--- src/rtl/irq_stat_pkg.sv ---
package irq_stat_pkg;
   // register select codes within a bank's four-word window
   localparam logic [1:0] SEL_MASK  = 2'd0;
   localparam logic [1:0] SEL_STAGE = 2'd1;
   localparam logic [1:0] SEL_STAT  = 2'd2;
   localparam logic [1:0] SEL_RSVD  = 2'd3;

   // software-visible bit assignments
   localparam int B0_FRAME_START = 0;
   localparam int B0_FRAME_END   = 1;
   localparam int B0_LINE_UPD0   = 5;
   localparam int B0_RESET_ACK   = 31;
   localparam int B1_VIOLATION   = 7;
   localparam int B1_HALT_ACK    = 8;
   localparam int B1_OVERFLOW0   = 9;
endpackage

--- src/rtl/irq_stat_bank.sv ---
module irq_stat_bank #(
   parameter int DATA_W = 32
) (
   input  logic              clk,
   input  logic              rst_n,
   input  logic [DATA_W-1:0] evt_i,
   input  logic              mask_we,
   input  logic              stage_we,
   input  logic              commit,
   input  logic [DATA_W-1:0] wdata,
   output logic [DATA_W-1:0] mask_o,
   output logic [DATA_W-1:0] stage_o,
   output logic [DATA_W-1:0] stat_o,
   output logic              hit_o
);
   logic [DATA_W-1:0] mask_q, stage_q, stat_q;
   logic [DATA_W-1:0] drop;

   assign drop = commit ? stage_q : '0;

   always_ff @(posedge clk) begin
      if (!rst_n) begin
         mask_q  <= '0;
         stage_q <= '0;
         stat_q  <= '0;
      end else begin
         if (mask_we)
            mask_q <= wdata;
         if (commit)
            stage_q <= '0;
         else if (stage_we)
            stage_q <= stage_q | wdata;
         // new events win over a committed clear
         stat_q <= (stat_q & ~drop) | evt_i;
      end
   end

   assign mask_o  = mask_q;
   assign stage_o = stage_q;
   assign stat_o  = stat_q;
   assign hit_o   = |(stat_q & mask_q);
endmodule

--- src/rtl/irq_stat_dec.sv ---
module irq_stat_dec
   import irq_stat_pkg::*;
#(
   parameter int DATA_W    = 32,
   parameter int NUM_BANKS = 2,
   parameter int ADDR_W    = 4
) (
   input  logic                        wr_en,
   input  logic [ADDR_W-1:0]           addr,
   input  logic                        cmd_bit,
   input  logic [NUM_BANKS*DATA_W-1:0] mask_flat,
   input  logic [NUM_BANKS*DATA_W-1:0] stage_flat,
   input  logic [NUM_BANKS*DATA_W-1:0] stat_flat,
   output logic [NUM_BANKS-1:0]        mask_we,
   output logic [NUM_BANKS-1:0]        stage_we,
   output logic                        commit,
   output logic [DATA_W-1:0]           rdata
);
   localparam int BW       = ADDR_W - 2;
   localparam int CMD_ADDR = NUM_BANKS * 4;

   logic [BW-1:0] bidx;
   logic [1:0]    sel;

   assign bidx   = addr[ADDR_W-1:2];
   assign sel    = addr[1:0];
   assign commit = wr_en && (addr == ADDR_W'(CMD_ADDR)) && cmd_bit;

   for (genvar b = 0; b < NUM_BANKS; b++) begin : g_strb
      assign mask_we[b]  = wr_en && (bidx == BW'(b)) && (sel == SEL_MASK);
      assign stage_we[b] = wr_en && (bidx == BW'(b)) && (sel == SEL_STAGE);
   end

   always_comb begin
      rdata = '0;
      for (int b = 0; b < NUM_BANKS; b++) begin
         if (bidx == BW'(b)) begin
            case (sel)
               SEL_MASK:  rdata = mask_flat[b*DATA_W +: DATA_W];
               SEL_STAGE: rdata = stage_flat[b*DATA_W +: DATA_W];
               SEL_STAT:  rdata = stat_flat[b*DATA_W +: DATA_W];
               default:   rdata = '0;
            endcase
         end
      end
   end
endmodule

--- src/rtl/irq_stat_ctrl.sv ---
module irq_stat_ctrl
   import irq_stat_pkg::*;
#(
   parameter  int DATA_W    = 32,
   parameter  int NUM_BANKS = 2,
   localparam int ADDR_W    = $clog2(NUM_BANKS*4 + 1)
) (
   input  logic                        clk,
   input  logic                        rst_n,
   input  logic [NUM_BANKS*DATA_W-1:0] evt_i,
   input  logic                        wr_en_i,
   input  logic [ADDR_W-1:0]           addr_i,
   input  logic [DATA_W-1:0]           wdata_i,
   output logic [DATA_W-1:0]           rdata_o,
   output logic                        irq_o
);
   if (NUM_BANKS < 1) begin : g_bad_banks
      $error("irq_stat_ctrl: NUM_BANKS must be at least 1");
   end
   if (DATA_W <= B0_RESET_ACK) begin : g_bad_width
      $error("irq_stat_ctrl: DATA_W must hold the reset-acknowledge bit");
   end

   logic [NUM_BANKS*DATA_W-1:0] mask_flat, stage_flat, stat_flat;
   logic [NUM_BANKS-1:0]        mask_we, stage_we, hit;
   logic                        commit_w;
   logic                        irq_q;

   irq_stat_dec #(
      .DATA_W(DATA_W), .NUM_BANKS(NUM_BANKS), .ADDR_W(ADDR_W)
   ) u_dec (
      .wr_en(wr_en_i), .addr(addr_i), .cmd_bit(wdata_i[0]),
      .mask_flat(mask_flat), .stage_flat(stage_flat), .stat_flat(stat_flat),
      .mask_we(mask_we), .stage_we(stage_we), .commit(commit_w),
      .rdata(rdata_o)
   );

   for (genvar b = 0; b < NUM_BANKS; b++) begin : g_bank
      irq_stat_bank #(.DATA_W(DATA_W)) u_bank (
         .clk(clk), .rst_n(rst_n),
         .evt_i(evt_i[b*DATA_W +: DATA_W]),
         .mask_we(mask_we[b]), .stage_we(stage_we[b]), .commit(commit_w),
         .wdata(wdata_i),
         .mask_o(mask_flat[b*DATA_W +: DATA_W]),
         .stage_o(stage_flat[b*DATA_W +: DATA_W]),
         .stat_o(stat_flat[b*DATA_W +: DATA_W]),
         .hit_o(hit[b])
      );
   end

   always_ff @(posedge clk) begin
      if (!rst_n) irq_q <= 1'b0;
      else        irq_q <= |hit;
   end

   assign irq_o = irq_q;
endmodule

--- config.mk ---
export PLATFORM = sky130hd
export DESIGN_NAME = irq_stat_ctrl
export DESIGN_NICKNAME = d
export VERILOG_FILES = /design/src/rtl/irq_stat_pkg.sv /design/src/rtl/irq_stat_bank.sv /design/src/rtl/irq_stat_dec.sv /design/src/rtl/irq_stat_ctrl.sv
export SDC_FILE = /design/constraint.sdc
export NUM_CORES = 1
export LEC_CHECK = 0
export ABC_CLOCK_PERIOD_IN_PS = 3050
export BUFFER_PORTS_ARGS = -buffer_cell sky130_fd_sc_hd__buf_2
export CORE_ASPECT_RATIO = 0.75
export CORE_MARGIN = 2
export CORE_UTILIZATION = 25
export DETAILED_ROUTE_END_ITERATION = 10
export PLACE_DENSITY_LB_ADDON = 0.25
export SLEW_MARGIN = 20
export SYNTH_ARGS = -nofsm -noshare
export SYNTH_HDL_FRONTEND = slang
export SYNTH_HIERARCHICAL = 1
export SYNTH_SLANG_ARGS = --single-unit
--- constraint.sdc ---
create_clock -name clk -period 3.05 [get_ports clk]
set_input_delay 0.915 -clock clk [delete_from_list [all_inputs] [get_ports clk]]
set_output_delay 0.915 -clock clk [all_outputs]
set_load 0.01 [all_outputs]
# After elaboration in Yosys (flattened, before gate mapping)
# Cells that the tools add are included.
[totals]
reg_bits = 193
wordCells = 40
[op_classes]
eq_ne = 4
mux = 6
n_bitwise = 11
n_reduce_logical = 12
[op_table]
columns = ["operator", "n"]
rows = [
  ["case mux 32 bit (3 select lines)", 2],
  ["bitwise AND 32 bit", 4],
  ["two-way mux 32 bit", 4],
  ["OR 32 bit", 4],
  ["inverter 32 bit", 2],
  ["OR reduction 64 bit", 1],
  ["logical AND 1 bit", 8],
  ["equality test 2 x 1 -> 1 bit (second input constant)", 2],
  ["equality test 4 bit (second input constant)", 1],
  ["logical NOT 2 bit", 2],
  ["equality test 2 bit (second input constant)", 1],
  ["OR reduction 2 bit", 1],
  ["inverter 1 bit", 1],
]

# Logic depth before layout (Yosys ltp)
[logic_depth]
ltp_word = 7
depth_mapped = 9

# Modules after synthesis
# Netlist, hierarchy kept.
[by_module_without_submodules]
columns = ["mod", "n_inst", "cells_each", "area_each_um2", "seq_area_each_um2"]
rows = [
  ["irq_stat_bank", 2, 363, 3458.3, 1921.8],
  ["irq_stat_dec", 1, 199, 1644.1, 0.0],
  ["irq_stat_ctrl", 1, 2, 27.5, 20.0],
]

# Least setup slack after synthesis
# No wires, ideal clock.
[synth_timing]
path_type = "in2out"
start = "input addr_i[1]"
end = "output rdata_o[0]"
arrival_time_ps = 1982
setup_slack_ps = 153
cell_stages = 6
path_buffers = 3
path_cell_list = "buf_6 > or3b_1 > buf_6 > buf_6 > o22a_1 > o21ai_0"
[synth_between]
elab_chain_cells = 4
word_cells_on_any_way = 7
[synth_lines]
columns = ["item", "line", "text"]
rows = [
  ["from (decl)", "irq_stat_ctrl.sv:12", "input logic [ADDR_W-1:0] addr_i,"],
  ["equality test 2 bit (tied with other cells)", "irq_stat_dec.sv:38", "case (sel)"],
  ["case mux 32 bit (3 select lines)", "irq_stat_dec.sv:38", ""],
  ["two-way mux 32 bit", "irq_stat_dec.sv:37", "if (bidx == BW'(b)) begin"],
  ["two-way mux 32 bit (*)", "irq_stat_dec.sv:37", ""],
  ["to (decl)", "irq_stat_ctrl.sv:14", "output logic [DATA_W-1:0] rdata_o,"],
]
# Mark *: on every way between the ends. The rest lies on a longest branch, timed or not.

# Worst setup path after layout
[layout_timing]
start = "input addr_i[3]"
end = "output rdata_o[5]"
[layout_between]
elab_chain_cells = 3
word_cells_on_any_way = 4
[layout_lines]
columns = ["item", "line"]
rows = [
  ["logical NOT 2 bit", "irq_stat_dec.sv:37"],
  ["two-way mux 32 bit", "irq_stat_dec.sv:37"],
  ["two-way mux 32 bit (*)", "irq_stat_dec.sv:37"],
]
# Marks and branches as above.

==> key figures <==
Synth
  • Post-Syn Area: 0.00859 mm²
  • Top post-synthesis cells by area: dfxtp_1 (45%), mux2i_1 (19%), nor2b_1 (9.3%)
  • Most area-hungry cell type in the Yosys netlist: dfxtp_1
  • Post-synth top cells: dfxtp_1 (193), mux2i_1 (159), a21oi_1 (128), nor2b_1 (128)
  • Post-Synth Adder-Cell Area: 0%
  • Compound-cell area share of the yosys netlist: 15.7%
  • Synthesized instance count: 927
  • Post-synth EDFFs: 0
  • Synth unique cells: 29
  • Mux cell area share after synthesis: 18.5%
  • Largest family of logic cells by synthesized area: multiplexers
  • Synth top area share: 45.0%
  • Post-synthesis simple-gate area fraction: 16.8%
  • Syn Area/Cell: 9.26 µm²
  • Yosys reg bits: 193
  • Yosys warns: 6
  • Top FF cell, synth: dfxtp_1
  • Asr flop ratio synth: 0%
  • Syn Nets: 1030
  • Xor-xnor portion of the synthesized cell area: 0%
  • Most frequent cell after synthesis: dfxtp_1
  • Post-synthesis sequential area ratio: 45.0%

Detailed routing
  • Drt via density: 4.78
  • Detail Route Antenna Nets: 0
  • # DRC: 0
  • 1st-iter DRT viols: 515
  • Drt first pass iters: 5
  • Wire length per cell: 20.6 µm
  • Routed via count: 7225
  • WL final: 31100 µm

CTS
  • Clock transition at path regs: 0.07 ns
  • Worst skew pair latency: 0.44 ns
  • CTS H-tree depth: 4
  • Hold buffer count at cts: 0
  • CTS tree: built
  • CTS Buf Count: 17
  • Clock Path Buffers: 2
  • CTS Root Cell: clkbuf_16
  • CTS Sinks: 193

Floorplanning
  • Row count: 58
  • Total Die Area: 0.0359 mm²
  • Die Y: 165 µm
  • Core ar.: 0.0337 mm²
  • Io pins: 136
  • Initial Util: 25.5%
  • Die width: 218 µm

Global route
  • Met1 Use GR: 23.1%
  • Largest net degree at the start of global routing: 59
  • Initial antenna violation count: 7
  • GRT busiest layer: met2
  • First-pass GRT wire length: 44800 µm
  • GRT Util Overall: 17.0%
  • Met3 usage: 4.16%
  • Grt total ovfl: 0
  • Met2 Use GR: 26.9%
  • Vias in the first global route: 7011

Layout
  • Fin cells: 1513
  • Nets: 1151
  • Share of layout cells above drive strength 1: 19.9%
  • Final Cell Area: 0.0107 mm²
  • Area grow syn2layout: 24.1%

STA
  • Max Slew Vio Count: 0
  • Setup tns final: -0.0109 ns
  • Fmax: 327 MHz
  • Slew headroom: 63.5%
  • Fin crit share: 100%
  • Final setup fails: 3
  • Final Hold Fails: 0
  • Fin Clk Skew: 0.00756 ns
  • Slew @ Worst Pin: 0.548 ns
  • Setup ws final: -0.00574 ns
  • RSZ-0062 raised after global routing: yes
  • Minimum clock period: 3.06 ns

Pwr
  • Clock power share: 44.0%
  • Gate power share: 9.0%
  • LEAKAGE: 4.03 nW
  • Worst IR Drop VDD: 0.273 mV
  • Internal power: 4.32 mW
  • Switching portion of total power: 24.5%
  • Power Density: 537 mW/mm²
  • Share of power burned in registers: 46.9%
  • Psw: 1.40 mW

Setup path
  • Reg2reg setup slack: 1.29 ns
  • Setup CP Type: in -> out
  • Worst r2r dst: irq_o
  • WP data required: 2.13 ns
  • Critical Path Start: addr_i[3]
  • CP endpoint: rdata_o[5]
  • Worst Setup Start Kind: input port
  • Worst R2R Path Depth: 4
  • Arrival @ worst endpoint: 2.14 ns
  • Reg-to-reg startpoint: g_bank[1].u_bank/stat_o[24]
  • CP Capture Type: output pin
  • Critical path peak fanout: 8

Placed design
  • Area after DPL: 0.00990 mm²
  • DP HPWL: 21000 µm
  • Placed cells: 1475
  • Gpl congestion: 0.791
  • Number of port buffers: 135
  • Setup WS pre-CTS: -0.0428 ns

Min path
  • Min-delay worst type: reg -> reg

Outcome
  • Status: finished with violations
  • Failing checks: negative setup slack

Flow run
  • Maxcap violations: 0
-- how the worst min path moves through the flow --
stage                                       startpoint                            to  slack, ns  cells past startpoint
after floorplan            g_bank[0].u_bank/stage_o[0]   g_bank[0].u_bank/stage_o[0]       0.46                      2
after global placement     g_bank[0].u_bank/stage_o[6]   g_bank[0].u_bank/stage_o[6]       0.48                      2
after detailed placement   g_bank[0].u_bank/stage_o[4]   g_bank[0].u_bank/stage_o[4]       0.48                      2
after CTS                  g_bank[0].u_bank/stage_o[4]   g_bank[0].u_bank/stage_o[4]       0.50                      2
after global routing      g_bank[0].u_bank/stage_o[11]  g_bank[0].u_bank/stage_o[11]       0.52                      2
final                     g_bank[0].u_bank/stage_o[25]  g_bank[0].u_bank/stage_o[25]       0.50                      2
-- power groups by stage --
stage | Combinational, mW | Sequential (mW) | Clock, mW
2_1_floorplan | 0.282 | 2.71 | 0
3_3_place_gp | 0.501 | 2.74 | 0
3_5_place_dp | 0.500 | 2.74 | 0
4_1_cts | 0.502 | 2.68 | 2.58
5_1_grt | 0.563 | 2.69 | 2.67
6_report | 0.517 | 2.68 | 2.52
-- metal layers --
layer  vias to the layer above  wire length (µm)
met3                        36              1860
met5                         -                57
li1                       3494                 -
met4                         8               565
met1                      3485             14800
met2                       202             13900
-- stage by stage --
stage                     power [mW]  util, %  hold WS [ns]
after floorplan                 2.99        -         0.458
after global placement          3.24     29.4         0.476
after detailed placement        3.24     29.4         0.482
after CTS                       5.77     31.3         0.499
after global routing            5.93     31.6         0.522
final                           5.72     31.6         0.498
-- state kept, by name, summed over array words and instances (netlist names) --
register	cells
g_bank.u_bank/stat_o	64
g_bank.u_bank/mask_o	64
g_bank.u_bank/stage_o	64
irq_o	1
-- cell type report --
cell class / count / area, µm²
inverters: 1 / 3.75
diodes: 2 / 5.00
multi-input cells: 667 / 4410
flip-flops and latches: 193 / 3860
fillers: 3553 / 23000
repair buffers: 168 / 1160
clock inverters: 14 / 209
well taps: 450 / 563
clock buffers: 18 / 439
-- what timing repair did --
| item | 4_1_cts | 5_1_grt |
|---|---|---|
| pin swaps | 0 | 21 |
| resized for setup | 3 | 23 |
| setup endpoints to repair | 5 | 15 |
| setup buffers | 0 | 1 |
| gates cloned | 0 | 3 |
-- cells by family after synthesis --
group | Yosys count
AOI/OAI and AO/OA | 226
buffers and inverters | 67
DFF | 193
muxes | 159
and+or+nand+nor | 282
-- worst max-delay path: stages --
cell       delay, ns
buf_8           0.10
or3b_4          0.47
clkbuf_16       0.22
o22a_1          0.21
o21ai_2         0.07
buf_2           0.15
-- cells in the final DEF (no fill, tap or decap), drive strengths merged, types with 5 or more instances in the layout --
cell / n
nor2: 65
nand4: 8
o22a: 31
clkinv: 6
nor2b: 128
bufinv: 5
a22oi: 32
clkbuf: 20
buf: 166
mux2i: 159
o21ai: 32
dfxtp: 193
a21oi: 128
nand2: 65
(Power assumes the default switching activity.)
